**src/rtl/bexc_pkg.sv**
```systemverilog
package bexc_pkg;

  typedef enum logic [2:0] {
    SQ_OFF,
    SQ_GAP,
    SQ_SETTLE,
    SQ_CONV,
    SQ_HOLD
  } sq_state_t;

  // Microseconds to clock cycles, never below one cycle.
  function automatic int unsigned us_to_cycles(input longint unsigned clk_hz,
                                               input int unsigned us);
    longint unsigned c;
    c = (clk_hz * 64'(us)) / 64'd1000000;
    if (c == 64'd0) c = 64'd1;
    return 32'(c);
  endfunction

  function automatic int unsigned max3(input int unsigned a, input int unsigned b,
                                       input int unsigned c);
    int unsigned m;
    m = (a > b) ? a : b;
    return (m > c) ? m : c;
  endfunction

endpackage

```
**src/rtl/bexc_timer.sv**
```systemverilog
module bexc_timer #(
  parameter int TW = 8
) (
  input  logic          clk,
  input  logic          rst_n,
  input  logic          load,
  input  logic [TW-1:0] len,
  output logic          zero
);
  logic [TW-1:0] cnt;

  // A load of len gives len cycles before zero (len >= 1).
  always_ff @(posedge clk or negedge rst_n) begin
    if (!rst_n)             cnt <= '0;
    else if (load)          cnt <= len - TW'(1);
    else if (cnt != '0)     cnt <= cnt - TW'(1);
  end

  assign zero = (cnt == '0);
endmodule

```
**src/rtl/bexc_drive.sv**
```systemverilog
module bexc_drive
  import bexc_pkg::*;
(
  input  sq_state_t  st,
  input  logic       ph_rev,
  output logic [1:0] on,
  output logic [1:0] on_n
);
  logic live;

  assign live = (st == SQ_SETTLE) || (st == SQ_CONV) || (st == SQ_HOLD);

  // Index 0: forward pair, index 1: reverse pair.
  for (genvar p = 0; p < 2; p++) begin : g_pair
    assign on[p]   = live && (ph_rev == 1'(p));
    assign on_n[p] = ~on[p];
  end
endmodule

```
**src/rtl/bexc_pair_avg.sv**
```systemverilog
module bexc_pair_avg #(
  parameter int DW = 24
) (
  input  logic                 clk,
  input  logic                 rst_n,
  input  logic                 cap_fwd,
  input  logic                 cap_rev,
  input  logic signed [DW-1:0] code,
  input  logic                 push,
  input  logic                 out_ready,
  output logic signed [DW-1:0] out_data,
  output logic                 out_valid,
  output logic                 slot_free
);
  logic signed [DW-1:0] fwd_q, rev_q;
  logic signed [DW:0]   sum;

  always_ff @(posedge clk or negedge rst_n) begin
    if (!rst_n) begin
      fwd_q <= '0;
      rev_q <= '0;
    end else begin
      if (cap_fwd) fwd_q <= code;
      if (cap_rev) rev_q <= code;
    end
  end

  // One guard bit keeps the sum exact; dropping the low bit floors it.
  assign sum       = {fwd_q[DW-1], fwd_q} + {rev_q[DW-1], rev_q};
  assign slot_free = !out_valid || out_ready;

  always_ff @(posedge clk or negedge rst_n) begin
    if (!rst_n) begin
      out_data  <= '0;
      out_valid <= 1'b0;
    end else if (push) begin
      out_data  <= sum[DW:1];
      out_valid <= 1'b1;
    end else if (out_ready) begin
      out_valid <= 1'b0;
    end
  end
endmodule

```
**src/rtl/bridge_exc_seq.sv**
```systemverilog
module bridge_exc_seq
  import bexc_pkg::*;
#(
  parameter int          DW             = 24,
  parameter int unsigned CLK_HZ         = 125_000_000,
  parameter int unsigned SETTLE_US      = 200,
  parameter int unsigned FAST_SETTLE_US = 100,
  parameter int unsigned DEAD_CYC       = 4
) (
  input  logic                 clk,
  input  logic                 rst_n,
  input  logic                 enable,
  input  logic                 fast_mode,
  output logic                 conv_req,
  input  logic                 conv_done,
  input  logic signed [DW-1:0] conv_code,
  output logic                 drv_fwd,
  output logic                 drv_fwd_n,
  output logic                 drv_rev,
  output logic                 drv_rev_n,
  output logic signed [DW-1:0] avg_data,
  output logic                 avg_valid,
  input  logic                 avg_ready
);
  localparam int unsigned SLOW_CYC = us_to_cycles(64'(CLK_HZ), SETTLE_US);
  localparam int unsigned FAST_CYC = us_to_cycles(64'(CLK_HZ), FAST_SETTLE_US);
  localparam int unsigned TOP_CYC  = max3(SLOW_CYC, FAST_CYC, DEAD_CYC);
  localparam int          TW       = $clog2(TOP_CYC + 1);

  sq_state_t     st, st_d;
  logic          ph_rev, ph_rev_d;
  logic          ld;
  logic [TW-1:0] ld_len;
  logic          tmr_zero;
  logic          cap_fwd, cap_rev, push, slot_free;
  logic [1:0]    on, on_n;

  always_comb begin
    st_d     = st;
    ph_rev_d = ph_rev;
    ld       = 1'b0;
    ld_len   = TW'(DEAD_CYC);
    cap_fwd  = 1'b0;
    cap_rev  = 1'b0;
    push     = 1'b0;
    if (!enable) begin
      st_d     = SQ_OFF;
      ph_rev_d = 1'b0;
    end else begin
      unique case (st)
        SQ_OFF: begin
          st_d     = SQ_GAP;
          ph_rev_d = 1'b0;
          ld       = 1'b1;
        end
        SQ_GAP: begin
          if (tmr_zero) begin
            st_d   = SQ_SETTLE;
            ld     = 1'b1;
            ld_len = fast_mode ? TW'(FAST_CYC) : TW'(SLOW_CYC);
          end
        end
        SQ_SETTLE: begin
          if (tmr_zero) st_d = SQ_CONV;
        end
        SQ_CONV: begin
          if (conv_done) begin
            if (!ph_rev) begin
              cap_fwd  = 1'b1;
              ph_rev_d = 1'b1;
              st_d     = SQ_GAP;
              ld       = 1'b1;
            end else begin
              cap_rev = 1'b1;
              st_d    = SQ_HOLD;
            end
          end
        end
        SQ_HOLD: begin
          if (slot_free) begin
            push     = 1'b1;
            ph_rev_d = 1'b0;
            st_d     = SQ_GAP;
            ld       = 1'b1;
          end
        end
        default: st_d = SQ_OFF;
      endcase
    end
  end

  always_ff @(posedge clk or negedge rst_n) begin
    if (!rst_n) begin
      st     <= SQ_OFF;
      ph_rev <= 1'b0;
    end else begin
      st     <= st_d;
      ph_rev <= ph_rev_d;
    end
  end

  bexc_timer #(.TW(TW)) tmr_i (
    .clk   (clk),
    .rst_n (rst_n),
    .load  (ld),
    .len   (ld_len),
    .zero  (tmr_zero)
  );

  bexc_drive drv_i (
    .st     (st),
    .ph_rev (ph_rev),
    .on     (on),
    .on_n   (on_n)
  );

  bexc_pair_avg #(.DW(DW)) avg_i (
    .clk       (clk),
    .rst_n     (rst_n),
    .cap_fwd   (cap_fwd),
    .cap_rev   (cap_rev),
    .code      (conv_code),
    .push      (push),
    .out_ready (avg_ready),
    .out_data  (avg_data),
    .out_valid (avg_valid),
    .slot_free (slot_free)
  );

  assign conv_req  = (st == SQ_CONV);
  assign drv_fwd   = on[0];
  assign drv_rev   = on[1];
  assign drv_fwd_n = on_n[0];
  assign drv_rev_n = on_n[1];
endmodule

```
**config.mk**
```make
export PLATFORM = sky130hd
export DESIGN_NAME = bridge_exc_seq
export DESIGN_NICKNAME = d
export VERILOG_FILES = /design/src/rtl/bexc_pkg.sv /design/src/rtl/bexc_timer.sv /design/src/rtl/bexc_drive.sv /design/src/rtl/bexc_pair_avg.sv /design/src/rtl/bridge_exc_seq.sv
export SDC_FILE = /design/constraint.sdc
export NUM_CORES = 1
export LEC_CHECK = 0
export ABC_CLOCK_PERIOD_IN_PS = 3200
export CELL_PAD_IN_SITES_DETAIL_PLACEMENT = 0
export CELL_PAD_IN_SITES_GLOBAL_PLACEMENT = 1
export CORE_MARGIN = 2
export CORE_UTILIZATION = 52
export CTS_BUF_LIST = sky130_fd_sc_hd__clkbuf_4
export CTS_CLUSTER_DIAMETER = 40
export DETAILED_ROUTE_END_ITERATION = 7
export DONT_BUFFER_PORTS = 1
export PLACE_DENSITY = 0.92
export SYNTH_ARGS = -nofsm -noshare
export SYNTH_HDL_FRONTEND = slang
export SYNTH_SLANG_ARGS = --single-unit
```
**constraint.sdc**
```tcl
create_clock -name clk -period 3.2 [get_ports clk]
set_input_delay 0.32 -clock clk [delete_from_list [all_inputs] [get_ports clk]]
set_output_delay 0.32 -clock clk [all_outputs]
set_load 0.02 [all_outputs]
```
==> results of run 1 <==
metal layers:
metal	GRT usage	part of all wire	up-vias
li1	-	-	1833
met1	0.286	0.45	1800
met2	0.352	0.48	80
met3	0.0410	0.052	14
met4	0.0769	0.016	0
met5	0	0	-
worst max-delay path: stages, from the launching register on:
cell and delay (ps):
dfrtp_1 450, or4_4 530, or4_4 480, nor4_1 320, o21ai_2 140, nand2_1 100
ha_1 200, and3_1 230, a21oi_1 60, a21oi_1 130, nor2_1 50, a21oi_1 130
final cells by class:
cell class / instances / area (sq um) / share of cell area
Clock buffer: 9 / 67.6 / 0.0122
Clock inverter: 7 / 51.3 / 0.00927
Inverter: 16 / 60.1 / 0.0109
Multi-Input combinational cell: 368 / 2570 / 0.464
Sequential cell: 92 / 2300 / 0.416
Tap cell: 129 / 161 / 0.0292
Timing Repair Buffer: 32 / 320 / 0.0579
per-stage QoR:
stage | total power, mW | cells
2_1_floorplan | 1.88 | 493
3_3_place_gp | 1.93 | 612
3_5_place_dp | 1.95 | 612
4_1_cts | 2.58 | 647
5_1_grt | 2.74 | 653
6_report | 2.57 | 653
kinds of logic (layout without fill, tap and decap cells):
logic type               after synthesis  after routing  share of synthesized area
adder cells (fa/ha/maj)               25             25                     0.0641
AND/OR/NAND/NOR                      152            152                      0.148
multiplexers                          52             52                      0.116
AO/OA/AOI/OAI                        122            122                      0.155
XOR/XNOR                              17             17                     0.0298
buffers and inverters                 33             64                     0.0263
flip-flops                            92             92                      0.461
worst max-delay path by stage:
stage / to
finish: tmr_i.cnt[12]
global route: tmr_i.cnt[12]
CTS: tmr_i.cnt[12]
detailed placement: tmr_i.cnt[12]
global placement: tmr_i.cnt[12]
floorplan: tmr_i.cnt[12]
synthesized netlist by cell type (3+ instances only):
cell type  instances  area (sq um)
dfrtp_1           92          2300
nand2_1           53           199
mux2_2            48           541
o21ai_0           41           205
nor2_1            29           109
a21oi_1           24           120
ha_1              24           300
clkbuf_1          16          60.1
inv_1             16          60.1
nor3_1            13          65.1
nand2b_1          10          62.6
nand3_1           10          50.1
xor2_1             9          78.8
o21a_1             8          60.1
xnor2_1            8          70.1
a211oi_1           7          52.6
and2_1             6          37.5
o31ai_1            6          45.0
nand4_1            5          31.3
nor2b_1            5          31.3
nor4_1             5          31.3
a21o_1             4          30.0
mux2i_1            4          40.0
a31o_2             3          26.3
a31oi_1            3          18.8
o211ai_1           3          22.5
o21bai_1           3          22.5
or2_2              3          18.8
or4_4              3          33.8
cell usage in the layout (no fill, tap or decap), types with 4 or more instances in the layout:
master         count
o21ai_0           41
mux2_2            48
clkbuf_4           9
xnor2_1            8
a21o_1             4
nand2_1           53
o31ai_1            6
dlygate4sd3_1     24
nand3_1           10
o21a_1             8
dfrtp_1           92
and2_1             6
mux2i_1            4
a211oi_1           7
nor2_1            29
a21oi_1           24
nand2b_1          10
xor2_1             9
nor2b_1            5
inv_1             16
buf_4              7
nor3_1            12
ha_1              24
nor4_1             5
nand4_1            5
timing repair:
action / in CTS / in global routing
resized for setup: 0 / 0
endpoints found under the hold margin: 119 / 8
hold buffers: 19 / 6
flip-flops by register name, indices dropped and copies added, names as in the netlist:
register,flops
avg_i.fwd_q,24
avg_i.out_data,24
avg_i.out_valid,1
avg_i.rev_q,24
ph_rev,1
st,3
tmr_i.cnt,15
power groups by stage:
stage          registers, mW  logic [mW]  clock network [mW]
2_1_floorplan           1.36       0.518                   0
3_3_place_gp            1.39       0.537                   0
5_1_grt                 1.39       0.683               0.666
4_1_cts                 1.38       0.600               0.608
3_5_place_dp            1.40       0.552                   0
6_report                1.38       0.606               0.590
==> summary.txt, run 1 <==
Post-synth ARST share -> 1.00
Tmin final -> 2900 ps
r2r startpoint -> tmr_i.cnt[8]
fin. max-slew vios -> 0
Area growth, synth to finish -> 10.7%
switching share of total power -> 0.331
fmax -> 345 MHz
Mapped Cells -> 493
NetSw -> 852 uW
crit path from -> tmr_i.cnt[8]
Hold Crit Endpoint -> avg_i.rev_q[9]
Sink Count -> 92
Hold Slack -> 11.8 ps
Routed Antenna Nets -> 0
core area -> 9280 sq um
Port-buffer cells -> 0
drt pass-1 iters -> 4
RR Endpoint -> tmr_i.cnt[12]
Die X -> 102 um
Worst R2R Path Depth -> 11
Die Y -> 102 um
Clock Power Share -> 0.229
initial antenna violation count -> 0
Net Count, Synth -> 548
Rel. slew slack -> 0.680
Avg Inst Size Synth -> 10.1 sq um
crit path kind -> reg2reg
Setup TNS -> 0 ps
clock slew at reported path FFs -> 160 ps
worst slew pin tran -> 476 ps
fin util -> 0.596
antenna cells -> 0
CP max FO -> 6
area post-placement -> 5140 sq um
status -> finished clean
global-route wire length before repair -> 17,600 um
number of global-route vias before repair -> 3,733
layout cells sized above 1 -> 0.160
Die ar. -> 10,400 sq um
Setup-failing EPs final -> 0
clock root cell -> clkbuf_4
most used flip-flop cell after synthesis -> dfrtp_1
initial DRC count -> 124
routed length per instance -> 16.2 um
clk buf depth -> 2
Flop pwr share -> 0.535
H-tree levels -> 3
number of library cell types mapped by synthesis -> 54
leakage power -> 2.60 nW
synthesized area -> 5000 sq um
Core Rows -> 35
I/O pin total -> 60
Via Count -> 3,727
Tightest Hold Check Type -> in2reg
Worst IR Drop VDD -> 0.000253 V
WP data arrival -> 3280 ps
max-cap violations -> 0
Min-Delay Path Depth -> 1
r2r setup slk -> 300 ps
combinational share of power -> 0.235
setup slack after layout -> 303 ps
EDFF count, synth -> 0
GR Overflow Total -> 0
Remaining DRCs -> 0
postcts setup bufs -> 0
Clock Latency Late Sink -> 460 ps
crit path launch type -> flop
final WL -> 10,600 um
pwr dens -> 465 nW/um^2
register area share after synthesis -> 0.461
Crit path required time -> 3580 ps
DP Wirelength -> 7310 um
gpl congestion -> 0.843
final hold viol count -> 0
Post-Layout Inst Area -> 5530 sq um
Final period util -> 0.905
pre-CTS setup slack -> 347 ps
NumNets Final -> 574
Yosys reg bits -> 92
CTS tree -> yes
All-Layer GR Usage -> 0.215
hold path start -> conv_code[9]
Initial Utilization -> 0.538
unrepaired setup endpoints after global routing -> no
largest net degree at the start of global routing -> 93
cell internal pwr -> 1.72 mW
Num CTS Buffers -> 9
synth warn -> 0
CP Capture Type -> flop
drt via density -> 5.71
fillers -> 791
clk_skew -> 29.2 ps
Note: power is estimated with default switching activity, not from simulation.
==> inputs of run 2 (changes only) <==
Settings changed: CORE_ASPECT_RATIO set to 1.75, MAX_ROUTING_LAYER set to met4, SETUP_SLACK_MARGIN set to 0.02.
==> run 2 against run 1 <==
Register-to-register slack gained 30 ps; combinational power rose by 3.6%; via count increased by 2.1%; total power grew 5.4%; final cell count shrank 0.61%; critical path depth unchanged; highest routed layer unchanged; non-clock buffer count is 3 higher; clock skew fell by 16 ps; count of clock-buffer cells in the layout up 1; critical endpoint unchanged; largest power group unchanged; routed wire length up 4.8%; clock power grew 19%; sequential power about the same.
==> summary.txt, run 2 (same netlist as run 1, synthesis figures left out) <==
status -> finished clean
max-cap violations -> 0
DP Wirelength -> 8060 um
clock root cell -> clkbuf_4
core area -> 9410 sq um
Via Count -> 3,806
Area growth, synth to finish -> 11.7%
GR peak layer -> met2
total power -> 2.71 mW
Die Y -> 134 um
r2r setup slk -> 330 ps
Tightest Hold Check Type -> in2reg
post-CTS sizing -> 0
Remaining DRCs -> 0
I/O pin total -> 60
Setup-failing EPs final -> 0
leakage power -> 2.63 nW
gpl congestion -> 0.817
Die ar. -> 10,400 sq um
Crit path required time -> 3580 ps
most frequent cells in the layout -> dfrtp_1 (92), nand2_1 (53), mux2_2 (48)
Tmin final -> 2870 ps
fin. max-slew vios -> 0
initial antenna violation count -> 1
Num CTS Buffers -> 9
Sink Count -> 92
global routing met1 resource utilization -> 0.247
final WL -> 11,100 um
drt pass-1 iters -> 4
clk_skew -> 13.5 ps
postcts setup bufs -> 0
crit path kind -> reg2reg
number of global-route vias before repair -> 3,908
All-Layer GR Usage -> 0.230
commonest non-fill, non-tap cell in the layout -> dfrtp_1
Clock Latency Late Sink -> 450 ps
largest registers -> avg_i.fwd_q: 24 flops, avg_i.out_data: 24 flops, avg_i.rev_q: 24 flops
CP Capture Type -> flop
layout cells sized above 1 -> 0.162
CP max FO -> 6
routed length per instance -> 17.1 um
Final period util -> 0.895
GR Overflow Total -> 0
Worst IR Drop VDD -> 0.000304 V
fin util -> 0.593
pre-CTS setup slack -> 370 ps
CTS tree -> yes
final hold viol count -> 0
H-tree levels -> 3
crit path launch type -> flop
Rel. slew slack -> 0.570
setup slack after layout -> 334 ps
grt met2 use -> 0.404
Initial Utilization -> 0.531
Routed Antenna Nets -> 0
fmax -> 349 MHz
initial DRC count -> 231
clock slew at reported path FFs -> 130 ps
largest net degree at the start of global routing -> 93
drt via density -> 5.86
Setup TNS -> 0 ps
Port-buffer cells -> 0
unrepaired setup endpoints after global routing -> no
WP data arrival -> 3250 ps
global-route wire length before repair -> 18,600 um
clk buf depth -> 2
NumNets Final -> 577
Core Rows -> 47
Die X -> 78.1 um
pwr dens -> 486 nW/um^2
worst slew pin tran -> 644 ps
met3 Usage GRT -> 0.0522
-- run 2: cell count changes in the layout (fill, tap and decap cells not counted), sizes merged --
cell         previous run  this run
buf                     8        10
bufinv                  0         2
inv                    18        16
clkbuf                  9        10
clkinv                  3         2
clkinvlp                2         1
diode                   0         1
dlygate4sd3            24        25
-- run 2: critical path, stage by stage (launching register included) --
cell     delay [ps]
dfrtp_1         440
or4_4           540
or4_4           480
nor4_1          310
o21ai_2         140
nand2_1         100
ha_1            200
and3_1          230
a21oi_1          60
a21oi_1         130
nor2_1           50
a21oi_1         110
-- run 2: report_power, final --
| group | switching, mW | internal (mW) | leakage, nW |
|---|---|---|---|
| clock | 0.385 | 0.319 | 0.0822 |
| combinational | 0.337 | 0.292 | 1.28 |
| sequential | 0.107 | 1.27 | 1.27 |
-- run 2: final timing paths --
path,start,to,cells past startpoint
worst max-delay path,tmr_i.cnt[8],tmr_i.cnt[12],11
worst min-delay path,conv_code[11],avg_i.rev_q[11],1
worst max register to register,tmr_i.cnt[8],tmr_i.cnt[12],11
worst min register to register,avg_i.fwd_q[11],avg_i.fwd_q[11],1
max in group asynchronous,rst_n,avg_i.rev_q[16],2
min in group asynchronous,rst_n,tmr_i.cnt[7],2
-- run 2: cell type report --
class	instances	area, sq um
inverter	16	60.1
multi-input combinational	368	2570
antenna	1	2.50
sequential	92	2300
clock buffer	10	75.1
timing repair buffer	35	345
tap	122	153
clock inverter	5	77.6
fill	817	3820
-- run 2: layer usage --
layer | vias up | wire (um)
met1 | 1855 | 4250
met2 | 76 | 6020
met3 | 31 | 457
li1 | 1844 | -
met4 | 0 | 346
met5 | - | 0
-- run 2: stage by stage --
stage	instance area, sq um	std cells	hold WS, ps
finish	5580	649	18.6
global route	5580	649	-0.504
CTS	5500	640	0.286
floorplan	5000	493	24.4
global placement	5150	607	26.5
detailed placement	5150	607	26.5
-- run 2: repair_timing --
item,4_1_cts,5_1_grt
endpoints found under the hold margin,118,11
hold buffers,18,8
endpoints found under the setup margin,0,0
